===== config.mk =====
export PLATFORM = sky130hd
export DESIGN_NAME = tok_launch_ctrl
export DESIGN_NICKNAME = d
export VERILOG_FILES = /design/src/rtl/tlc_pkg.sv /design/src/rtl/tlc_tok_fsm.sv /design/src/rtl/tlc_busrst.sv /design/src/rtl/tok_launch_ctrl.sv
export SDC_FILE = /design/constraint.sdc
export NUM_CORES = 1
export LEC_CHECK = 0
export CAP_MARGIN = 20
export CORE_ASPECT_RATIO = 1.75
export CORE_MARGIN = 1.5
export CORE_UTILIZATION = 54
export CTS_BUF_LIST = sky130_fd_sc_hd__clkbuf_8 sky130_fd_sc_hd__clkbuf_16
export CTS_CLUSTER_DIAMETER = 30
export DETAILED_ROUTE_END_ITERATION = 12
export PLACE_DENSITY = 0.79
export SYNTH_ARGS = -nofsm -noshare
export SYNTH_HDL_FRONTEND = slang
export SYNTH_HIERARCHICAL = 1
export SYNTH_SLANG_ARGS = --single-unit

===== constraint.sdc =====
create_clock -name clk -period 2.34 [get_ports clk]
set_input_delay 0.351 -clock clk [delete_from_list [all_inputs] [get_ports clk]]
set_output_delay 0.351 -clock clk [all_outputs]
set_load 0.02 [all_outputs]

===== src/rtl/tlc_pkg.sv =====
package tlc_pkg;

    typedef logic [2:0] tok_t;

    localparam tok_t TOK_NONE = 3'b000;

    typedef enum logic [0:0] {
        TS_IDLE = 1'b0,
        TS_WAIT = 1'b1
    } tok_state_e;

    typedef struct packed {
        logic cancel_en;
        logic retry_en;
    } ctl_cfg_t;

    function automatic logic tok_valid(input tok_t t);
        return t != TOK_NONE;
    endfunction

endpackage


===== src/rtl/tlc_tok_fsm.sv =====
module tlc_tok_fsm
    import tlc_pkg::*;
#(
    parameter int TMR_W = 16
) (
    input  logic             clk,
    input  logic             rst,
    input  ctl_cfg_t         cfg,
    input  logic             hold,
    input  logic             eof_win,
    input  logic             tok_wr,
    input  tok_t             tok_type,
    input  logic [TMR_W-1:0] limit,
    input  logic             ack,
    input  logic             nak,
    input  logic             err,
    output logic             launch,
    output tok_t             launch_type,
    output logic             busy,
    output logic             cancel,
    output logic             done,
    output logic             done_ok
);

    localparam logic [TMR_W-1:0] TMR_MAX = {TMR_W{1'b1}};

    tok_state_e       state;
    tok_t             cur;
    logic [TMR_W-1:0] tmr;

    always_ff @(posedge clk) begin
        if (rst) begin
            state   <= TS_IDLE;
            cur     <= TOK_NONE;
            tmr     <= '0;
            launch  <= 1'b0;
            cancel  <= 1'b0;
            done    <= 1'b0;
            done_ok <= 1'b0;
        end else begin
            launch <= 1'b0;
            cancel <= 1'b0;
            done   <= 1'b0;
            unique case (state)
                TS_IDLE: begin
                    if (tok_wr && tok_valid(tok_type) && !hold) begin
                        if (cfg.cancel_en && eof_win) begin
                            cancel <= 1'b1;
                        end else begin
                            launch <= 1'b1;
                            cur    <= tok_type;
                            tmr    <= '0;
                            state  <= TS_WAIT;
                        end
                    end
                end
                TS_WAIT: begin
                    if (tmr != TMR_MAX) tmr <= tmr + 1'b1;
                    if (ack) begin
                        done    <= 1'b1;
                        done_ok <= 1'b1;
                        state   <= TS_IDLE;
                    end else if (nak || err) begin
                        if (cfg.retry_en && (tmr < limit)) begin
                            launch <= 1'b1;
                        end else begin
                            done    <= 1'b1;
                            done_ok <= 1'b0;
                            state   <= TS_IDLE;
                        end
                    end
                end
                default: state <= TS_IDLE;
            endcase
        end
    end

    assign busy        = (state == TS_WAIT);
    assign launch_type = cur;

    assert_launch_cancel_excl_R1: assert property (@(posedge clk) disable iff (rst)
        !(launch && cancel));

    assert_done_clears_busy_R5: assert property (@(posedge clk) disable iff (rst)
        done |-> !busy);

    assert_done_after_busy_R6: assert property (@(posedge clk) disable iff (rst)
        done |-> $past(state == TS_WAIT));

    assert_no_launch_when_held_R11: assert property (@(posedge clk) disable iff (rst)
        (hold && state == TS_IDLE) |=> !launch);

endmodule


===== src/rtl/tlc_busrst.sv =====
module tlc_busrst #(
    parameter int RST_CYCLES = 480000
) (
    input  logic clk,
    input  logic rst,
    input  logic start,
    output logic active,
    output logic end_pulse
);

    localparam int CW = (RST_CYCLES > 1) ? $clog2(RST_CYCLES) : 1;
    localparam logic [CW-1:0] LAST = CW'(RST_CYCLES - 1);

    logic [CW-1:0] cnt;

    always_ff @(posedge clk) begin
        if (rst) begin
            active    <= 1'b0;
            end_pulse <= 1'b0;
            cnt       <= '0;
        end else begin
            end_pulse <= 1'b0;
            if (active) begin
                if (cnt == LAST) begin
                    active    <= 1'b0;
                    end_pulse <= 1'b1;
                end else begin
                    cnt <= cnt + 1'b1;
                end
            end else if (start) begin
                active <= 1'b1;
                cnt    <= '0;
            end
        end
    end

    assert_end_follows_drive_R7: assert property (@(posedge clk) disable iff (rst)
        end_pulse |-> (!active && $past(active)));

    assert_end_single_R7: assert property (@(posedge clk) disable iff (rst)
        end_pulse |=> !end_pulse);

endmodule


===== src/rtl/tok_launch_ctrl.sv =====
module tok_launch_ctrl
    import tlc_pkg::*;
#(
    parameter int TMR_W      = 16,
    parameter int RST_CYCLES = 480000
) (
    input  logic             clk,
    input  logic             rst,
    input  logic             soft_rst_i,
    input  logic             suspend_i,
    input  logic             eof_win_i,
    input  logic             ctl_wr_i,
    input  logic             ctl_cancel_i,
    input  logic             ctl_retry_i,
    input  logic             ctl_busrst_i,
    input  logic [TMR_W-1:0] retry_limit_i,
    input  logic             tok_wr_i,
    input  logic [2:0]       tok_type_i,
    input  logic             res_ack_i,
    input  logic             res_nak_i,
    input  logic             res_err_i,
    output logic             cfg_cancel_o,
    output logic             cfg_retry_o,
    output logic             launch_o,
    output logic [2:0]       launch_type_o,
    output logic             busy_o,
    output logic             cancel_o,
    output logic             done_o,
    output logic             done_ok_o,
    output logic             busrst_o,
    output logic             busrst_end_o
);

    ctl_cfg_t cfg;
    logic     rst_start;
    logic     busy_w;
    logic     brst_w;

    always_ff @(posedge clk) begin
        if (rst)                       cfg <= '0;
        else if (ctl_wr_i && !brst_w)  cfg <= '{cancel_en: ctl_cancel_i, retry_en: ctl_retry_i};
    end

    assign rst_start = ctl_wr_i && ctl_busrst_i && !brst_w && !busy_w
                       && !soft_rst_i && !suspend_i;

    tlc_tok_fsm #(.TMR_W(TMR_W)) u_fsm (
        .clk         (clk),
        .rst         (rst),
        .cfg         (cfg),
        .hold        (brst_w || rst_start),
        .eof_win     (eof_win_i),
        .tok_wr      (tok_wr_i),
        .tok_type    (tok_type_i),
        .limit       (retry_limit_i),
        .ack         (res_ack_i),
        .nak         (res_nak_i),
        .err         (res_err_i),
        .launch      (launch_o),
        .launch_type (launch_type_o),
        .busy        (busy_w),
        .cancel      (cancel_o),
        .done        (done_o),
        .done_ok     (done_ok_o)
    );

    tlc_busrst #(.RST_CYCLES(RST_CYCLES)) u_brst (
        .clk       (clk),
        .rst       (rst),
        .start     (rst_start),
        .active    (brst_w),
        .end_pulse (busrst_end_o)
    );

    assign busy_o       = busy_w;
    assign busrst_o     = brst_w;
    assign cfg_cancel_o = cfg.cancel_en;
    assign cfg_retry_o  = cfg.retry_en;

    assert_busrst_gated_R9: assert property (@(posedge clk) disable iff (rst)
        $rose(busrst_o) |-> $past(!suspend_i && !soft_rst_i && !busy_o));

    assert_cfg_frozen_R10: assert property (@(posedge clk) disable iff (rst)
        $past(busrst_o) |-> $stable(cfg));

    assert_busy_excl_busrst_R11: assert property (@(posedge clk) disable iff (rst)
        !(busy_o && busrst_o));

endmodule


# Word-level counts from Yosys, hierarchy flattened

Cells that the tools add are included.

Flip-flop bits (word level): 47
Bits in latches: 0
RAM bits: 0
ROM bits: 0
Input port bits: 32
Output and inout bits: 12
Logic and storage cells: 80
Memories: 0

$add $sub $neg: 2
Multiply operators: 0
Divide/modulo/power cells: 0
Order comparisons: 1
Equality and inequality tests: 7
Shift operators: 0
Muxes and demuxes: 27
Bitwise logic cells: 4
Reductions and logical operators: 27

Operators with widths:

| kind                  | count |
|---|---|
| $mux 19               | 3 |
| $mux 16               | 3 |
| $pmux 16 s2           | 1 |
| $add 19x1->19 const B | 1 |
| $eq 19x19->1 const B  | 1 |
| $mux 1                | 18 |
| $add 16x1->16 const B | 1 |
| $lt 16x16->1          | 1 |
| $ne 16x16->1 const B  | 1 |
| $logic_and 1x1->1     | 10 |
| $reduce_and 3->1      | 3 |
| $ne 2x2->1 const B    | 4 |
| $logic_not 1->1       | 5 |
| $not 1->1             | 4 |
| $pmux 1 s2            | 2 |
| $reduce_bool 2->1     | 2 |
| $reduce_or 2->1       | 2 |
| $reduce_bool 3->1     | 1 |
| $reduce_or 3->1       | 1 |
| $logic_or 1x1->1      | 2 |
| $ne 2x1->1 const B    | 1 |
| $reduce_and 2->1      | 1 |

# Depth between registers and ports, before layout

Depth in word-level cells: 10
Mapped depth: 10
Gate-level depth less buffers: 8

# Hierarchy

The synthesis kept the hierarchy.

Modules (own cells, without submodules):

| module          | instances | cells an instance | area an instance (µm²) |
|---|---|---|---|
| tlc_tok_fsm     | 1         | 186               | 1540.2 |
| tlc_busrst      | 1         | 123               | 1104.8 |
| tok_launch_ctrl | 1         | 11                | 101.3 |

# Worst setup path after synthesis

No wires, ideal clock.

Path kind: reg2reg
Start point: register u_fsm.state (netlist: u_fsm/busy)
End point: register u_fsm.tmr[5]
Arrival: 2117 ps
Setup slack: 162 ps
Cell stages (with the launch flop): 9
Path buffers: 1
Period minus slack after synthesis: 2178 ps
Path through: dfxtp_1 > or4_4 > nand2b_1 > nor2b_1 > and4_4 > buf_6 > or2_1 > or4_1 > nand2_1

Word-level cells in the longest chain between the ends: 9
Elaborated cells between the ends (all ways): 13
Classes of those cells: 3 x eq/ne; 1 x mux; 1 x bitwise; 8 x reduce/logical

RTL lines:

| what                              | RTL line              | text |
|---|---|---|
| from (decl)                       | tlc_tok_fsm.sv:27     | `tok_state_e state;` |
| from (signal assigned)            | tlc_tok_fsm.sv:33     | `state <= TS_IDLE;` |
| from (signal assigned)            | tlc_tok_fsm.sv:53     | `state <= TS_WAIT;` |
| from (signal assigned)            | tlc_tok_fsm.sv:62     | `state <= TS_IDLE;` |
| $logic_not 1->1                   | tok_launch_ctrl.sv:44 | `assign rst_start = ctl_wr_i && ctl_busrst_i && !brst_w && !busy_w` |
| $logic_and 1x1->1                 | tok_launch_ctrl.sv:44 |  |
| $logic_and 1x1->1 (2 in series)   | tok_launch_ctrl.sv:45 | `&& !soft_rst_i && !suspend_i;` |
| $logic_or 1x1->1                  | tok_launch_ctrl.sv:51 | `.hold (brst_w \|\| rst_start),` |
| $logic_not 1->1                   | tlc_tok_fsm.sv:46     | `if (tok_wr && tok_valid(tok_type) && !hold) begin` |
| $logic_and 1x1->1                 | tlc_tok_fsm.sv:46     |  |
| $ne 2x1->1 (no source line)       | -                     |  |
| $reduce_and 3->1 (no source line) | -                     |  |
| to (signal assigned)              | tlc_tok_fsm.sv:58     | `if (tmr != TMR_MAX) tmr <= tmr + 1'b1;` |
| to (decl)                         | tlc_tok_fsm.sv:29     | `logic [TMR_W-1:0] tmr;` |

Parallel ways exist; a longest one is shown, timed or not.
A chain may end at the register's enable or synchronous reset.

# Worst setup path after layout

Start point: register u_brst.cnt[11]
End point: register u_brst.cnt[12]

Word-level cells in the longest chain between the ends: 3
Elaborated cells between the ends (all ways): 6
Classes of those cells: 1 x add/sub; 2 x eq/ne; 2 x mux; 1 x reduce/logical

RTL lines:

| what                                                 | RTL line                           | text |
|---|---|---|
| from (decl)                                          | tlc_busrst.sv:14                   | `logic [CW-1:0] cnt;` |
| from (signal assigned)                               | tlc_busrst.sv:28                   | `cnt <= cnt + 1'b1;` |
| $add 19x1->19 / $eq 19x19->1 (equally long branches) | tlc_busrst.sv:28, tlc_busrst.sv:24 |  |
| $mux 19 / $ne 2x2->1 (equally long branches)         | -                                  |  |
| $mux 19 / $reduce_and 2->1 (equally long branches)   | -                                  |  |

Parallel ways exist; a longest one is shown, timed or not. The select of a mux whose other input is x is not followed.

==> flow_metrics.py <==
metrics = {
    "drt": {
        "drt-total-wl_um": 6560,
        "routedWlPerCell_um": 15.2,
        "drt.antenna.violating_nets": 0,
        "first_pass_iters": 5,
        "drc": 0,
        "drt_iter0_markers": 107,
        "viasPerCell": 6.00,
        "via_count": 2593,
    },
    "pwr": {
        "power_frac_seq_pct": 53.3,
        "power_density_nw_per_um2": 456,
        "p_comb_share_pct": 16.3,
        "swShare_pct": 25.7,
        "max-vdd-ir-drop_mv": 0.423,
        "leakage_nw": 1.39,
        "p_clk_share_pct": 30.3,
        "intPower_mw": 1.15,
        "p_sw_mw": 0.398,
    },
    "cells_and_area": {
        "fin_nets": 426,
        "top_register": "u_brst/cnt",
        "finish.instance_area_sq_um": 3390,
        "utilization_pct": 68.7,
        "n_antenna_cell": 0,
        "drive_gt1_share_pct": 12.4,
        "syn_to_final_growth_pct": 23.4,
        "largest_reg_flops": 19,
    },
    "logic_synthesis": {
        "yosysMostFrequentCell": "dfxtp_1",
        "synth_top_area_share_pct": 34.3,
        "synthAdderAreaFrac_pct": 7.74,
        "synth_cells": 320,
        "synth_top_family_by_area": "simple AND/OR/NAND/NOR gates",
        "synth.area.mux_share_pct": 4.05,
        "synth_xor_area_share_pct": 2.87,
        "yosys_most_used_dff": "dfxtp_1",
        "syn-cell-area_sq_um": 2750,
        "ys_seq_area_share_pct": 34.3,
        "synth_top_cell_by_area": "dfxtp_1",
        "synthSimpleGateAreaFrac_pct": 26.6,
        "synth_cell_types": 61,
        "syn_avg_cell_area_sq_um": 8.58,
        "synth.top_cells.by_count": "47 x dfxtp_1, 31 x nand2_1, 25 x nor2_1, 20 x inv_1, 19 x a21oi_1",
        "syn_nets": 369,
        "async_flop_share_pct": 0,
        "synth_edf_count": 0,
        "synthTopCellsByArea": "dfxtp_1 34%, ha_1 7.7%, nand2_1 4.2%",
        "synth_compound_area_share_pct": 19.3,
        "yosys_warnings": 6,
        "synth-seq-cells": 47,
    },
    "cts": {
        "cts_buffer_depth": 2,
        "clock-sinks": 47,
        "path_clk_slew_ns": 0.08,
        "cts_max_level": 2,
        "root_buffer": "clkbuf_8",
        "cts_tree": "yes",
        "clkLatencyLatePin_ns": 0.30,
        "postCtsHoldBufs": 0,
        "post_cts_buffers": 0,
        "numCtsBuffers": 5,
    },
    "timing": {
        "tightestPinTransition_ns": 0.574,
        "max_slew_margin_pct": 61.6,
        "period_needed_ns": 2.21,
        "slew_viol_final": 0,
        "finalHoldViolCount": 0,
        "fin_crit_sh_pct": 94.2,
        "finalSetupTns_ns": 0,
        "setup_viol": 0,
        "clock_skew_ns": 0.00288,
        "rsz0062_at_grt": "no",
        "max_clock_freq_mhz": 453,
    },
    "global_routing": {
        "grt_max_degree": 21,
        "grt_use_total_pct": 24.5,
        "grt_overflow": 0,
        "antenna_found_initial": 0,
        "grt_first_pass_wirelength_um": 10900,
        "grt_pass1_vias": 2541,
    },
    "die": {
        "die_area_sq_um": 5540,
        "ios": 44,
        "start_util_pct": 55.7,
        "placeableCoreArea_sq_um": 4930,
        "rows": 34,
        "die_y_um": 97.3,
        "chipWidth_um": 56.9,
    },
    "setup_path": {
        "end_kind": "flip-flop",
        "critPathKind": "reg -> reg",
        "cpPeakStageDelay_ns": 0.70,
        "cpMaxStageDelayCell": "or4_2",
        "critPathRequiredTime_ns": 2.53,
        "path_max_fanout": 3,
        "cp_common_cell": "a21oi_1",
        "path_cells": "or4b_4 -> or4_2 -> and3_1 -> a21oi_1 -> a21oi_1",
        "worstPathArrival_ns": 2.39,
        "crit_path_start_kind": "flip-flop",
    },
    "placed_design": {
        "hpwl_um": 5180,
        "place_area_sq_um": 3300,
        "io_buffers": 43,
        "gp_congestion": 0.825,
    },
    "run": {
        "cap_violations": 0,
    },
    "outcome": {
        "outcome": "completed",
    },
    "hold_path": {
        "hp-class": "reg -> reg",
    },
}
[layer usage]
layer	track usage [%]	wire length, um
met3	3.33	252
met1	24.1	2460
met5	0	0
met4	10.2	162
met2	48.4	3690
[power groups by stage]
stage / registers [mW] / clock network [mW] / logic, mW
4_1_cts: 0.825 / 0.481 / 0.254
5_1_grt: 0.827 / 0.515 / 0.276
3_3_place_gp: 0.843 / 0 / 0.249
6_report: 0.824 / 0.469 / 0.252
2_1_floorplan: 0.857 / 0 / 0.113
3_5_place_dp: 0.843 / 0 / 0.253
[worst max-delay path: cells and delay by family, from the launching register on]
family / cells / cell delay [ns]
flops: 1 / 0.34
simple gates: 3 / 1.53
compound gates: 2 / 0.23
[logic make-up after synthesis]
kind of cell | after synthesis
AO/OA/AOI/OAI | 74
XOR/XNOR | 9
adder cells (fa/ha/maj) | 17
buffers and inverters | 30
flip-flops | 47
multiplexers | 11
AND/OR/NAND/NOR | 132
[layout make-up]
class,instances,area [sq um]
clock buffer,5,68.8
tap,54,67.6
fill,434,1550
timing repair buffer,60,558
multi-input combinational,243,1670
sequential,47,941
inverter,20,75.1
clock inverter,3,12.5
[worst paths after layout]
path	endpoint	slack [ns]	cells past startpoint	startpoint
setup / recovery	u_brst/cnt[12]	0.13	5	u_brst/cnt[11]
hold / removal	u_fsm/done_ok	0.47	2	u_fsm/done_ok
setup reg to reg	u_brst/cnt[12]	0.13	5	u_brst/cnt[11]
hold reg to reg	u_fsm/done_ok	0.47	2	u_fsm/done_ok
[repair_timing]
item | in CTS | in global routing
resized for setup | 0 | 1
setup endpoints to repair | 0 | 4
hold endpoints to repair | 0 | 0
[per-stage QoR]
stage               setup slack, ns  hold slack [ns]  total power [mW]  std cells
global route                 0.0416            0.515              1.62        432
finish                        0.135            0.472              1.55        432
floorplan                     0.162            0.423             0.970        320
global placement             -0.169            0.444              1.09        424
detailed placement           -0.245            0.460              1.10        424
CTS                          0.0563            0.478              1.56        432
[layout by cell type (no fill, tap or decap), drive strengths merged, types with 6 or more instances in the layout]
| cell type | instances |
|---|---|
| dfxtp | 47 |
| clkdlybuf4s50 | 43 |
| nand2 | 31 |
| nor2 | 26 |
| inv | 22 |
| a21oi | 20 |
| buf | 17 |
| ha | 17 |
| nand3 | 12 |
| a31oi | 11 |
| mux2i | 10 |
| nand4 | 8 |
| nor3 | 8 |
| o21ai | 8 |
| and3 | 8 |
| nand2b | 6 |
Power figures use the tool's default switching activity.
